## config.mk

```make
export PLATFORM = sky130hd
export DESIGN_NAME = irq_aggregator
export DESIGN_NICKNAME = d
export VERILOG_FILES = /design/src/rtl/irq_agg_pkg.sv /design/src/rtl/irq_chan_src.sv /design/src/rtl/irq_merge.sv /design/src/rtl/irq_aggregator.sv
export SDC_FILE = /design/constraint.sdc
export NUM_CORES = 1
export LEC_CHECK = 0
export ABC_CLOCK_PERIOD_IN_PS = 1300
export BUFFER_PORTS_ARGS = -buffer_cell sky130_fd_sc_hd__buf_2
export CAP_MARGIN = 20
export CORE_AREA = 2 2 39 41
export CTS_BUF_LIST = sky130_fd_sc_hd__clkbuf_16
export DETAILED_ROUTE_END_ITERATION = 8
export DIE_AREA = 0 0 41 43
export HOLD_SLACK_MARGIN = 0.08
export PLACE_DENSITY = 0.68
export SLEW_MARGIN = 20
export SYNTH_ARGS = -nofsm -noshare
export SYNTH_HDL_FRONTEND = slang
export SYNTH_HIERARCHICAL = 1
export SYNTH_SLANG_ARGS = --single-unit
```

## constraint.sdc

```tcl
create_clock -name clk -period 1.3 [get_ports clk]
set_input_delay 0.195 -clock clk [delete_from_list [all_inputs] [get_ports clk]]
set_output_delay 0.195 -clock clk [all_outputs]
set_load 0.005 [all_outputs]
```

## src/rtl/irq_agg_pkg.sv

```systemverilog
package irq_agg_pkg;
    localparam int NCH     = 2;
    localparam int FIELD_W = 3;
    localparam int STAT_W  = 8;
    localparam int F_RX    = 0;
    localparam int F_TX    = 1;
    localparam int F_BRK   = 2;

    typedef enum logic [1:0] {
        SRC_IDLE    = 2'd0,
        SRC_SHOW_RX = 2'd1,
        SRC_SHOW_TX = 2'd2
    } src_state_e;
endpackage

```

## src/rtl/irq_chan_src.sv

```systemverilog
module irq_chan_src
    import irq_agg_pkg::*;
(
    input  logic clk,
    input  logic rst_n,
    input  logic rx_set,
    input  logic rx_clr,
    input  logic tx_set,
    input  logic tx_clr,
    input  logic brk_det,
    input  logic brk_clr,
    input  logic rx_ie,
    input  logic tx_ie,
    input  logic ext_ie,
    output logic show_rx,
    output logic show_tx,
    output logic brk_pend,
    output logic cond
);
    src_state_e state, state_nx;
    logic rx_pend, tx_pend;
    logic rx_nx, tx_nx, brk_nx;

    // set beats clear when both arrive together
    always_comb begin
        rx_nx  = rx_set  | (rx_pend  & ~rx_clr);
        tx_nx  = tx_set  | (tx_pend  & ~tx_clr);
        brk_nx = brk_det | (brk_pend & ~brk_clr);
    end

    always_comb begin
        state_nx = state;
        unique case (state)
            SRC_IDLE: begin
                if (rx_nx)      state_nx = SRC_SHOW_RX;   // arrive-rx
                else if (tx_nx) state_nx = SRC_SHOW_TX;   // arrive-tx
            end
            SRC_SHOW_RX: begin
                if (!rx_nx) begin
                    if (tx_nx) state_nx = SRC_SHOW_TX;    // reassert-tx
                    else       state_nx = SRC_IDLE;       // drain
                end
            end
            SRC_SHOW_TX: begin
                if (rx_nx)       state_nx = SRC_SHOW_RX;  // arrive-rx
                else if (!tx_nx) state_nx = SRC_IDLE;     // drain
            end
            default: state_nx = SRC_IDLE;
        endcase
    end

    always_ff @(posedge clk) begin
        if (!rst_n) begin
            state    <= SRC_IDLE;
            rx_pend  <= 1'b0;
            tx_pend  <= 1'b0;
            brk_pend <= 1'b0;
        end else begin
            state    <= state_nx;
            rx_pend  <= rx_nx;
            tx_pend  <= tx_nx;
            brk_pend <= brk_nx;
        end
    end

    always_comb begin
        show_rx = (state == SRC_SHOW_RX);
        show_tx = (state == SRC_SHOW_TX);
        cond    = (rx_ie & rx_pend) | (tx_ie & tx_pend) | (ext_ie & brk_pend);
    end


    rx_over_tx_chk: assert property (@(posedge clk) disable iff (!rst_n)
        (state == SRC_SHOW_TX) |-> !rx_pend);

    tx_reassert_chk: assert property (@(posedge clk) disable iff (!rst_n)
        (state == SRC_SHOW_RX && rx_clr && !rx_set && tx_pend && !tx_clr)
        |=> (state == SRC_SHOW_TX));

    brk_sticky_chk: assert property (@(posedge clk) disable iff (!rst_n)
        (brk_pend && !brk_clr) |=> brk_pend);

    rx_set_wins_chk: assert property (@(posedge clk) disable iff (!rst_n)
        rx_set |=> show_rx);
endmodule

```

## src/rtl/irq_merge.sv

```systemverilog
module irq_merge
    import irq_agg_pkg::*;
(
    input  logic              clk,
    input  logic              rst_n,
    input  logic [NCH-1:0]    show_rx,
    input  logic [NCH-1:0]    show_tx,
    input  logic [NCH-1:0]    brk_pend,
    input  logic [NCH-1:0]    cond,
    output logic [STAT_W-1:0] pend_stat,
    output logic              irq
);
    localparam int USED_W = NCH * FIELD_W;

    logic [USED_W-1:0] packed_bits;

    for (genvar ch = 0; ch < NCH; ch++) begin : g_field
        always_comb begin
            packed_bits[ch*FIELD_W + F_RX]  = show_rx[ch];
            packed_bits[ch*FIELD_W + F_TX]  = show_tx[ch];
            packed_bits[ch*FIELD_W + F_BRK] = brk_pend[ch];
        end


        one_src_chk: assert property (@(posedge clk) disable iff (!rst_n)
            $onehot0({pend_stat[ch*FIELD_W + F_RX], pend_stat[ch*FIELD_W + F_TX]}));
    end

    always_comb begin
        pend_stat = '0;
        pend_stat[USED_W-1:0] = packed_bits;
    end

    always_ff @(posedge clk) begin
        if (!rst_n) irq <= 1'b0;
        else        irq <= |cond;
    end


    irq_rise_chk: assert property (@(posedge clk) disable iff (!rst_n)
        (|cond) |=> irq);

    irq_fall_chk: assert property (@(posedge clk) disable iff (!rst_n)
        !(|cond) |=> !irq);
endmodule

```

## src/rtl/irq_aggregator.sv

```systemverilog
module irq_aggregator
    import irq_agg_pkg::*;
(
    input  logic              clk,
    input  logic              rst_n,
    input  logic [NCH-1:0]    rx_set,
    input  logic [NCH-1:0]    rx_clr,
    input  logic [NCH-1:0]    tx_set,
    input  logic [NCH-1:0]    tx_clr,
    input  logic [NCH-1:0]    brk_det,
    input  logic [NCH-1:0]    brk_clr,
    input  logic [NCH-1:0]    rx_ie,
    input  logic [NCH-1:0]    tx_ie,
    input  logic [NCH-1:0]    ext_ie,
    output logic [STAT_W-1:0] pend_stat,
    output logic [NCH-1:0]    brk_stat,
    output logic              irq
);
    logic [NCH-1:0] show_rx, show_tx, cond;

    for (genvar ch = 0; ch < NCH; ch++) begin : g_chan
        irq_chan_src u_src (
            .clk      (clk),
            .rst_n    (rst_n),
            .rx_set   (rx_set[ch]),
            .rx_clr   (rx_clr[ch]),
            .tx_set   (tx_set[ch]),
            .tx_clr   (tx_clr[ch]),
            .brk_det  (brk_det[ch]),
            .brk_clr  (brk_clr[ch]),
            .rx_ie    (rx_ie[ch]),
            .tx_ie    (tx_ie[ch]),
            .ext_ie   (ext_ie[ch]),
            .show_rx  (show_rx[ch]),
            .show_tx  (show_tx[ch]),
            .brk_pend (brk_stat[ch]),
            .cond     (cond[ch])
        );
    end

    irq_merge u_merge (
        .clk       (clk),
        .rst_n     (rst_n),
        .show_rx   (show_rx),
        .show_tx   (show_tx),
        .brk_pend  (brk_stat),
        .cond      (cond),
        .pend_stat (pend_stat),
        .irq       (irq)
    );


    brk_seen_chk: assert property (@(posedge clk) disable iff (!rst_n)
        (|brk_det) |=> ((brk_stat & $past(brk_det)) == $past(brk_det)));
endmodule

```

==> impl_metrics.env <==
export IMPL_outcome="finished clean"
export IMPL_num_antenna_cells=0
export IMPL_hold_viol=0
export IMPL_clock_latency_ns=0.23
export IMPL_worst_setup_path_type="flip-flop to primary output"
export IMPL_path_delay_family="flip-flops"
export IMPL_grt_max_degree=8
export IMPL_startpoint_type="flip-flop"
export IMPL_power_density_nw_per_um2=1520
export IMPL_fp_dieH_microns=43
export IMPL_p_sw_share_pct=18.4
export IMPL_rsz0062_at_grt="no"
export IMPL_worst_endpoint_arrival_ns=0.83
export IMPL_drv_cap=0
export IMPL_crit_end="pend_stat[1]"
export IMPL_antenna_found_initial=0
export IMPL_post_synth_cell_area_avg_sq_um=9.83
export IMPL_setup_viol=0
export IMPL_final_cell_mix="buf_2, dfxtp_1, nor2b_1"
export IMPL_cp_data_required_time_ns=1.11
export IMPL_core_area_sq_um=1380
export IMPL_p_clk_share_pct=53.2
export IMPL_post_cts_resized=0
export IMPL_utilization_pct=48.0
export IMPL_placed_cell_area_sq_um=586
export IMPL_layout_cells_most_common="buf_2"
export IMPL_worstReg2RegEnd="u_merge/irq"
export IMPL_post_cts_setup_buffers=0
export IMPL_crit_start="g_chan[0].u_src/state[1]"
export IMPL_slew_viol_final=0
export IMPL_avgRoutedWirePerCell_microns=9.79
export IMPL_grt_pass1_vias=339
export IMPL_globalplace_congestion=0.686
export IMPL_power_leakage_nw=0.345
export IMPL_routed_wl_microns=881
export IMPL_num_vias=405
export IMPL_numCtsBuffers=3
export IMPL_final_antenna_net_count=0
export IMPL_path_buf_inv=1
export IMPL_synthesis_area_sq_um=482
export IMPL_critical_path_max_stage_delay_ns=0.33
export IMPL_start_util_pct=34.8
export IMPL_postSynthCellCount=49
export IMPL_crit_reg2reg_launch="g_chan[1].u_src/rx_pend"
export IMPL_grt_pass1_wl_mm=1.21
export IMPL_first_iter_violations=8
export IMPL_worst_r2r_path_depth=3
export IMPL_vias_per_cell=4.50
export IMPL_internal_power_mw=0.825
export IMPL_num_rows=14
export IMPL_drive_gt1_share_pct=44.6
export IMPL_postCtsHoldBufs=0
export IMPL_overflow=0
export IMPL_clockRootBuffer="clkbuf_16"
export IMPL_fin_crit_ns=1.02
export IMPL_synth_seq_area_share_pct=45.7
export IMPL_ys_warn_count=6
export IMPL_ir_drop_uv=580
export IMPL_fin_crit_sh_pct=78.7
export IMPL_die_area_sq_um=1760
export IMPL_stdcell_area_sq_um=664
export IMPL_end_kind="primary output"
export IMPL_combPwrFrac_pct=9.8
export IMPL_pwr_share_seq_pct=37.0
export IMPL_cts_path_max_buffers=2
export IMPL_io_buffers=28
export IMPL_die_w_microns=41
export IMPL_dr_pass1_iters=4
export IMPL_synthToLayoutAreaGrowth_pct=37.9
export IMPL_numClockSinks=11
export IMPL_path_clk_slew_ns=0.04
export IMPL_worstPathCellList="nor2b_1, buf_2"
export IMPL_final_net_count=95
export IMPL_finalSetupTns_ns=0
export IMPL_reg2reg_slack_ns=0.29
export IMPL_drc=0
export IMPL_io_pins=31
export IMPL_cts_max_level=1
export IMPL_power_mw=1.01
export IMPL_ys_seq_elements=11
export IMPL_cp_max_fo=3
export IMPL_fin_worst_skew_ns=0.000708
export IMPL_cts_tree="built"
export IMPL_critical_path_depth=2
export IMPL_track_usage_pct=11.2
export IMPL_slowest_stage="dfxtp_1"
export IMPL_clock_fmax_mhz=977
export IMPL_yosysUniqueCellTypes=12
export IMPL_power_switching_mw=0.186
export IMPL_hp_class="input port to flip-flop"
export IMPL_dp_hpwl_microns=704
## synthesized netlist by cell type
master	n	area share, %
buf_4	8	12
dfxtp_1	11	46
o21a_1	7	11
nand2_1	2	1.6
conb_1	1	0.78
a222oi_1	2	4.2
and3_1	2	2.6
nor2b_1	8	10
nor2_1	2	1.6
inv_1	2	1.6
and2_1	2	2.6
nor2b_4	2	5.7
## worst min path at each step
stage,from,endpoint,slack [ns],cells past startpoint
after global routing,brk_det[1],g_chan[1].u_src/brk_pend,0.17,2
after CTS,brk_det[0],g_chan[0].u_src/brk_pend,0.17,2
after global placement,brk_det[1],g_chan[1].u_src/brk_pend,0.41,2
final,brk_det[0],g_chan[0].u_src/brk_pend,0.17,2
after floorplan,rst_n,u_merge/irq,0.31,1
after detailed placement,brk_det[0],g_chan[0].u_src/brk_pend,0.41,2
## final cells by class
type	count	area, sq um
fillers	137	719
flip-flops and latches	11	220
clock inverters	1	3.75
clock buffers	3	75.1
multi-input cells	29	198
well taps	16	20.0
inverters	2	7.51
repair buffers	28	140
## logic make-up after synthesis
family	synth area share, %
buffers and inverters	14.0
AOI/OAI and AO/OA	15.1
DFF	45.7
and+or+nand+nor	24.4
other	0.778
## worst register-to-register path: cells and delay by family, from the launching register on
kind	cells	cell delay, ns
compound gates	2	0.50
buf+inv	1	0.09
flops	1	0.31
## power groups by stage
stage	Clock, mW	Combinational [mW]	Sequential [mW]
floorplan	0	0.0633	0.378
global placement	0	0.0982	0.379
detailed placement	0	0.0994	0.380
CTS	0.550	0.101	0.374
global route	0.573	0.111	0.378
finish	0.538	0.0990	0.374
## state kept, by name, summed over array words and instances, names as in the netlist
register               cells
g_chan.u_src/brk_pend      2
g_chan.u_src/rx_pend       2
g_chan.u_src/state         4
g_chan.u_src/tx_pend       2
u_merge/irq                1
## per-layer routing
metal  GRT usage, %  wire (microns)  up-vias
met5              0               0        -
met4           12.0              22        0
met3           3.14              85        2
met2           18.1             441       21
met1           9.54             331      178
li1               -               -      204
## metrics by stage
stage | setup slack, ns | cells | hold slack, ns
3_5_place_dp | 0.303 | 86 | 0.410
6_report | 0.277 | 90 | 0.168
3_3_place_gp | 0.310 | 86 | 0.405
4_1_cts | 0.262 | 90 | 0.169
2_1_floorplan | 0.382 | 50 | 0.312
5_1_grt | 0.204 | 90 | 0.169
(Power assumes the default switching activity.)
